<file path="src/rtl/sdw_pkg.sv">
package sdw_pkg;
  localparam int DESC_W     = 32;
  localparam int DOM_W      = 4;
  localparam int DOM_N      = 1 << DOM_W;
  localparam int DACR_W     = 2 * DOM_N;
  localparam int L1_BASE_W  = 18;

  typedef enum logic [1:0] {ACC_READ = 2'd0, ACC_WRITE = 2'd1, ACC_FETCH = 2'd2} acc_e;
  typedef enum logic [2:0] {FT_NONE = 3'd0, FT_TRANS = 3'd1, FT_DOMAIN = 3'd2,
                            FT_PERM = 3'd3, FT_EXT = 3'd4} fault_e;
  typedef enum logic [1:0] {PG_1K = 2'd0, PG_4K = 2'd1, PG_64K = 2'd2, PG_1M = 2'd3} pgsz_e;
  typedef enum logic [2:0] {S_IDLE, S_L1, S_L1DEC, S_L2, S_L2DEC} walk_e;
endpackage

</file>
<file path="src/rtl/sdw_l1_decode.sv">
module sdw_l1_decode
  import sdw_pkg::*;
(
  input  logic [DESC_W-1:0] desc,
  input  logic [19:0]       va_lo,
  input  logic [DACR_W-1:0] dacr,
  output logic [1:0]        kind,
  output logic [DOM_W-1:0]  dom,
  output logic [1:0]        dfield,
  output logic [31:0]       sec_pa,
  output logic [1:0]        sec_ap,
  output logic [31:0]       l2_addr
);
  assign kind   = desc[1:0];
  assign dom    = desc[8:5];
  assign dfield = dacr[{dom, 1'b0} +: 2];
  assign sec_pa = {desc[31:20], va_lo};
  assign sec_ap = desc[11:10];
  // coarse tables index with va[19:12], fine tables with va[19:10]
  assign l2_addr = (kind == 2'd1) ? {desc[31:10], va_lo[19:12], 2'b00}
                                  : {desc[31:12], va_lo[19:10], 2'b00};
endmodule

</file>
<file path="src/rtl/sdw_l2_decode.sv">
module sdw_l2_decode
  import sdw_pkg::*;
(
  input  logic [DESC_W-1:0] desc,
  input  logic [15:0]       va_lo,
  input  logic              coarse,
  input  logic              ext_small,
  output logic [31:0]       pa,
  output logic [1:0]        ap,
  output logic [1:0]        size,
  output logic              bad
);
  logic [1:0] ap_sub [4];

  for (genvar k = 0; k < 4; k++) begin : g_ap
    assign ap_sub[k] = desc[4 + 2*k +: 2];
  end

  always_comb begin
    pa   = '0;
    ap   = ap_sub[0];
    size = PG_4K;
    bad  = 1'b0;
    case (desc[1:0])
      2'd1: begin
        pa   = {desc[31:16], va_lo[15:0]};
        ap   = ap_sub[va_lo[15:14]];
        size = PG_64K;
      end
      2'd2: begin
        pa   = {desc[31:12], va_lo[11:0]};
        ap   = ap_sub[va_lo[11:10]];
        size = PG_4K;
      end
      2'd3: begin
        if (!coarse) begin
          pa   = {desc[31:10], va_lo[9:0]};
          size = PG_1K;
        end else if (ext_small) begin
          pa   = {desc[31:12], va_lo[11:0]};
          size = PG_4K;
        end else begin
          bad = 1'b1;
        end
      end
      default: bad = 1'b1;
    endcase
  end
endmodule

</file>
<file path="src/rtl/sdw_perm.sv">
module sdw_perm
  import sdw_pkg::*;
(
  input  logic [1:0] ap,
  input  logic [1:0] dfield,
  input  logic       user,
  input  logic [1:0] acc,
  output logic       r,
  output logic       w,
  output logic       x,
  output logic       ok
);
  always_comb begin
    if (dfield == 2'd3) begin
      r = 1'b1;
      w = 1'b1;
    end else begin
      case (ap)
        2'd1:    begin r = !user; w = !user; end
        2'd2:    begin r = 1'b1;  w = !user; end
        2'd3:    begin r = 1'b1;  w = 1'b1;  end
        default: begin r = 1'b0;  w = 1'b0;  end
      endcase
    end
    x = r | w;
    case (acc)
      ACC_WRITE: ok = w;
      ACC_FETCH: ok = x;
      default:   ok = r;
    endcase
  end
endmodule

</file>
<file path="src/rtl/sdw_walker.sv">
module sdw_walker
  import sdw_pkg::*;
#(
  parameter int AW = 32
) (
  input  logic                 clk,
  input  logic                 rst,
  input  logic                 req_valid,
  input  logic [AW-1:0]        req_va,
  input  logic [1:0]           req_acc,
  input  logic                 req_user,
  input  logic [L1_BASE_W-1:0] cfg_l1_base,
  input  logic [DACR_W-1:0]    cfg_dacr,
  input  logic                 cfg_ext_small,
  output logic                 mem_req,
  output logic [AW-1:0]        mem_addr,
  input  logic                 mem_valid,
  input  logic [DESC_W-1:0]    mem_rdata,
  input  logic                 mem_err,
  output logic                 busy,
  output logic                 done,
  output logic [AW-1:0]        pa,
  output logic                 perm_r,
  output logic                 perm_w,
  output logic                 perm_x,
  output logic [1:0]           page_size,
  output logic [2:0]           fault_type,
  output logic [DOM_W-1:0]     fault_domain,
  output logic [1:0]           fault_level
);
  walk_e             state;
  logic [19:0]       va_q;
  logic [1:0]        acc_q;
  logic              user_q;
  logic [DESC_W-1:0] d_q;
  logic              err_q;
  logic [DOM_W-1:0]  dom_q;
  logic [1:0]        dfield_q;
  logic              coarse_q;

  logic [1:0]       l1_kind, l1_dfield, sec_ap, l2_ap, l2_size;
  logic [DOM_W-1:0] l1_dom;
  logic [31:0]      sec_pa, l2_addr, l2_pa;
  logic             l2_bad;
  logic             g_r, g_w, g_x, g_ok;
  logic             at_l2;

  sdw_l1_decode u_l1 (
    .desc(d_q), .va_lo(va_q), .dacr(cfg_dacr), .kind(l1_kind), .dom(l1_dom),
    .dfield(l1_dfield), .sec_pa(sec_pa), .sec_ap(sec_ap), .l2_addr(l2_addr)
  );

  sdw_l2_decode u_l2 (
    .desc(d_q), .va_lo(va_q[15:0]), .coarse(coarse_q), .ext_small(cfg_ext_small),
    .pa(l2_pa), .ap(l2_ap), .size(l2_size), .bad(l2_bad)
  );

  assign at_l2 = (state == S_L2DEC);

  sdw_perm u_perm (
    .ap(at_l2 ? l2_ap : sec_ap), .dfield(at_l2 ? dfield_q : l1_dfield),
    .user(user_q), .acc(acc_q), .r(g_r), .w(g_w), .x(g_x), .ok(g_ok)
  );

  // outcome of the current decode cycle
  logic             fin;
  logic [2:0]       fin_ft;
  logic [1:0]       fin_lvl;
  logic [DOM_W-1:0] fin_dom;
  logic [31:0]      fin_pa;
  logic [1:0]       fin_sz;

  always_comb begin
    fin     = 1'b0;
    fin_ft  = FT_NONE;
    fin_lvl = 2'd0;
    fin_dom = '0;
    fin_pa  = '0;
    fin_sz  = PG_1K;
    if (state == S_L1DEC) begin
      fin = 1'b1;
      if (err_q) begin
        fin_ft = FT_EXT; fin_lvl = 2'd1;
      end else if (l1_kind == 2'd0) begin
        fin_ft = FT_TRANS; fin_lvl = 2'd1; fin_dom = l1_dom;
      end else if (!l1_dfield[0]) begin
        fin_ft = FT_DOMAIN; fin_dom = l1_dom;
        fin_lvl = (l1_kind == 2'd2) ? 2'd1 : 2'd2;
      end else if (l1_kind == 2'd2) begin
        if (g_ok) begin
          fin_pa = sec_pa; fin_sz = PG_1M;
        end else begin
          fin_ft = FT_PERM; fin_lvl = 2'd1; fin_dom = l1_dom;
        end
      end else begin
        fin = 1'b0;
      end
    end else if (state == S_L2DEC) begin
      fin = 1'b1;
      if (err_q || l2_bad || !g_ok) begin
        fin_ft  = err_q ? FT_EXT : (l2_bad ? FT_TRANS : FT_PERM);
        fin_lvl = 2'd2;
        fin_dom = dom_q;
      end else begin
        fin_pa = l2_pa; fin_sz = l2_size;
      end
    end
  end

  always_ff @(posedge clk) begin
    if (rst) begin
      state <= S_IDLE;
      va_q <= '0; acc_q <= '0; user_q <= 1'b0; d_q <= '0; err_q <= 1'b0;
      dom_q <= '0; dfield_q <= '0; coarse_q <= 1'b0;
      mem_req <= 1'b0; mem_addr <= '0; busy <= 1'b0; done <= 1'b0;
      pa <= '0; perm_r <= 1'b0; perm_w <= 1'b0; perm_x <= 1'b0; page_size <= '0;
      fault_type <= '0; fault_domain <= '0; fault_level <= '0;
    end else begin
      done <= 1'b0;
      case (state)
        S_IDLE: if (req_valid) begin
          va_q     <= req_va[19:0];
          acc_q    <= req_acc;
          user_q   <= req_user;
          mem_addr <= {cfg_l1_base, req_va[31:20], 2'b00};
          mem_req  <= 1'b1;
          busy     <= 1'b1;
          state    <= S_L1;
        end
        S_L1, S_L2: if (mem_valid) begin
          d_q     <= mem_rdata;
          err_q   <= mem_err;
          mem_req <= 1'b0;
          state   <= (state == S_L1) ? S_L1DEC : S_L2DEC;
        end
        S_L1DEC: begin
          mem_addr <= l2_addr;
          mem_req  <= 1'b1;
          dom_q    <= l1_dom;
          dfield_q <= l1_dfield;
          coarse_q <= (l1_kind == 2'd1);
          state    <= S_L2;
        end
        default: state <= S_IDLE;
      endcase
      if (fin) begin
        state        <= S_IDLE;
        mem_req      <= 1'b0;
        busy         <= 1'b0;
        done         <= 1'b1;
        pa           <= fin_pa;
        page_size    <= fin_sz;
        fault_type   <= fin_ft;
        fault_level  <= fin_lvl;
        fault_domain <= fin_dom;
        perm_r       <= (fin_ft == FT_NONE) && g_r;
        perm_w       <= (fin_ft == FT_NONE) && g_w;
        perm_x       <= (fin_ft == FT_NONE) && g_x;
      end
    end
  end
endmodule

</file>
<file path="config.mk">
export PLATFORM = sky130hd
export DESIGN_NAME = sdw_walker
export DESIGN_NICKNAME = d
export VERILOG_FILES = /design/src/rtl/sdw_pkg.sv /design/src/rtl/sdw_l1_decode.sv /design/src/rtl/sdw_l2_decode.sv /design/src/rtl/sdw_perm.sv /design/src/rtl/sdw_walker.sv
export SDC_FILE = /design/constraint.sdc
export NUM_CORES = 1
export LEC_CHECK = 0
export BUFFER_PORTS_ARGS = -buffer_cell sky130_fd_sc_hd__buf_2
export CAP_MARGIN = 15
export CORE_ASPECT_RATIO = 1.2
export CORE_MARGIN = 2
export CORE_UTILIZATION = 51
export CTS_BUF_LIST = sky130_fd_sc_hd__clkbuf_8 sky130_fd_sc_hd__clkbuf_16
export DETAILED_ROUTE_END_ITERATION = 8
export GPL_ROUTABILITY_DRIVEN = 1
export PLACE_DENSITY = 0.87
export SYNTH_ARGS = -nofsm -noshare
export SYNTH_HDL_FRONTEND = slang
export SYNTH_SLANG_ARGS = --single-unit
</file>
<file path="constraint.sdc">
create_clock -name clk -period 10 [get_ports clk]
set_input_delay 2.5 -clock clk [delete_from_list [all_inputs] [get_ports clk]]
set_output_delay 2.5 -clock clk [all_outputs]
set_load 0.1 [all_outputs]
</file>
==> reports/qor.yml <==
status: "completed"
yosys_warnings: 0
grt_usage: 0.285
layout-drive-gt1-share: 0.298
crit_arrival_ns: 5.19
drtAntennaViolNets: 0
avgRoutedWirePerCell_um: 17.7
leakage_nw: 3.40
drtIter0Drc: 374
cts_buffers: 17
grt_max_degree: 75
period_needed_ns: 4.83
synth_edf_count: 0
final_util: 0.659
fmax_mhz: 207
dp_hpwl_um: 12500
max_slew_margin: 0.217
drt-vias-per-instance: 5.78
synth_top_family_by_area: "compound AO/OA/AOI/OAI gates"
rows: 44
endpoint_kind: "flip-flop"
clock-skew-final_ns: 0.0109
path_cells: "buf_2 > inv_1 > a311oi_1 > nand2_1 > nor2_1 > a21oi_1 > nor4_4 > buf_4 > a22o_1"
cts_tree: "built"
clk-insertion-delay-late_ns: 0.42
muxShareOfSynthArea: 0.0512
h-tree-depth: 4
rsz0062_at_grt: "no"
cp.required_ns: 10.36
fin_hold_ws_ns: 0.451
drc: 0
grt_pass1_vias: 5975
final_hold_viol_count: 0
synth-seq-area-share: 0.458
cts_buffer_depth: 2
finalCritPeriodShare: 0.483
root_buffer: "clkbuf_16"
start_util: 0.519
worstMarginPinSlew_ns: 1.17
cts_setup_buffers: 0
critPathTopFamily: "compound AO/OA/AOI/OAI gates"
crit_slowest_cell: "a311oi_1"
synth_compound_area_frac: 0.231
syn-cell-area_um2: 6250
grt-ovfl-total: 0
crit_fanout: 22
final-setup-viol-count: 0
vias: 6123
worstSetupPathType: "input port to flip-flop"
syn2layout_area_growth_pct: 27.1
cellPowerDensity_nw_per_um2: 215
grt_pass1_wl_um: 29800
setup_tns_ns: 0
critPathLaunchType: "input port"
die_y_um: 125
antenna_found_initial: 2
synth-xor-area-share: 0.00140
wirelength_um: 18800
holdBufCountCts: 0
yosys.cell_types.count: 60
synth_cells: 713
io_buffers: 199
cts.sinks: 143
drv_slew: 0
async_reset_ff_frac: 0
synthAdderAreaFrac: 0.0200
synth_flop_cell: "dfxtp_1"
cts.clk_slew.worst_paths_ns: 0.06
gp_congestion: 0.860
post_cts_resized: 0
cap_violations: 0
die_x_um: 105
yosys.area_share.simple: 0.192
core-area_um2: 12100
cpPeakStageDelay_ns: 0.93
cp.buffers_inverters: 3
avgSynthCellArea_um2: 8.77
die-area_um2: 13200
ys_ff_latch: 143
min_path_type: "flip-flop to flip-flop"
drt-pass1-iter-count: 5
io_pins: 204
worst_ir_drop_vdd_uv: 149
layout.nets: 1018
-- where the power goes --
group | internal (W) | switching (W) | total [W]
Sequential | 0.000608 | 0.0000346 | 0.000643
Clock | 0.000411 | 0.000273 | 0.000684
Combinational | 0.0000945 | 0.000286 | 0.000381
-- worst register-to-register path: stages (launching register included) --
cell	delay [ns]
dfxtp_1	0.35
inv_1	0.09
ha_1	0.77
a22oi_1	0.15
nand2_1	0.10
o21ai_0	0.07
o21ai_0	0.34
ha_1	0.30
nor2b_1	0.13
o21bai_1	0.33
nand2_1	0.14
a211o_1	0.36
o221a_1	0.30
and4_1	0.36
a221o_1	0.37
-- per-stage QoR --
stage,cells,worst slack (ns),area [um2],total power (W)
floorplan,714,5.43,6260,0.000939
global placement,1027,4.95,7310,0.00102
detailed placement,1027,4.87,7310,0.00103
CTS,1059,5.33,7940,0.00171
global route,1060,5.08,7950,0.00177
finish,1060,5.17,7950,0.00171
-- flip-flops by register name, indices dropped and copies added (netlist names), 2 cells and up --
register	flops
fault_type	3
dfield_q	2
dom_q	4
fault_level	2
pa	32
acc_q	2
mem_addr	30
fault_domain	4
state	3
va_q	20
page_size	2
d_q	30
-- cell type report --
| class | count | area [um2] |
|---|---|---|
| Antenna cell | 1 | 2.50 |
| Clock buffer | 18 | 439 |
| Clock inverter | 14 | 198 |
| Fill cell | 969 | 4110 |
| Inverter | 9 | 33.8 |
| Multi-Input combinational cell | 505 | 3130 |
| Sequential cell | 143 | 2860 |
| Tap cell | 161 | 201 |
| Timing Repair Buffer | 209 | 1070 |
-- routing by layer --
layer | GRT usage | share of wire
met1 | 0.340 | 0.40
met3 | 0.0751 | 0.078
met2 | 0.483 | 0.49
met5 | 0 | 0
met4 | 0.128 | 0.026
-- Yosys cell counts, types with 11 or more instances --
library cell  instances  area, um2
clkbuf_1             40        150
o21ai_0              11       55.1
a211oi_1             12       90.1
a22o_1               26        228
nor2b_1              14       87.6
nand2_1             168        631
a311oi_1             11       96.3
nor3_1               16       80.1
a21oi_1              87        435
nor2_1               37        139
a22oi_1              14        105
dfxtp_1             143       2860
a221o_1              12        120
-- logic make-up after synthesis --
logic type,after synthesis
multiplexers,17
AND/OR/NAND/NOR,270
XOR/XNOR,1
buffers and inverters,66
flip-flops,143
AO/OA/AOI/OAI,205
other,1
adder cells (fa/ha/maj),10
-- cell usage in the layout (no fill, tap or decap), drive strengths merged, types with 3 or more instances in the layout --
cell type  count
mux2           4
nor4           4
nand3b         6
clkinv         3
clkbuf        18
a21o           3
nor2b         14
bufinv         3
mux4          11
nor3          16
a311oi        11
a2bb2oi        4
o22ai         11
nand2b         4
a21oi         87
a211oi        12
nand2        168
dfxtp        143
a221o         12
ha            10
buf          209
a22o          26
and2           9
a22oi         14
inv           17
nor2          37
o21ai         11
-- worst paths after layout --
kind / startpoint / endpoint / slack (ns) / cells past startpoint
max: cfg_ext_small / pa[27]$_SDFFE_PP0P_ / 5.17 / 9
min: perm_x$_SDFFE_PP0P_ / perm_x$_SDFFE_PP0P_ / 0.45 / 1
max reg2reg: d_q[1]$_SDFFE_PP0P_ / pa[19]$_SDFFE_PP0P_ / 5.72 / 14
min reg2reg: perm_x$_SDFFE_PP0P_ / perm_x$_SDFFE_PP0P_ / 0.45 / 1
No activity file was read; power rests on OpenSTA's default activity.
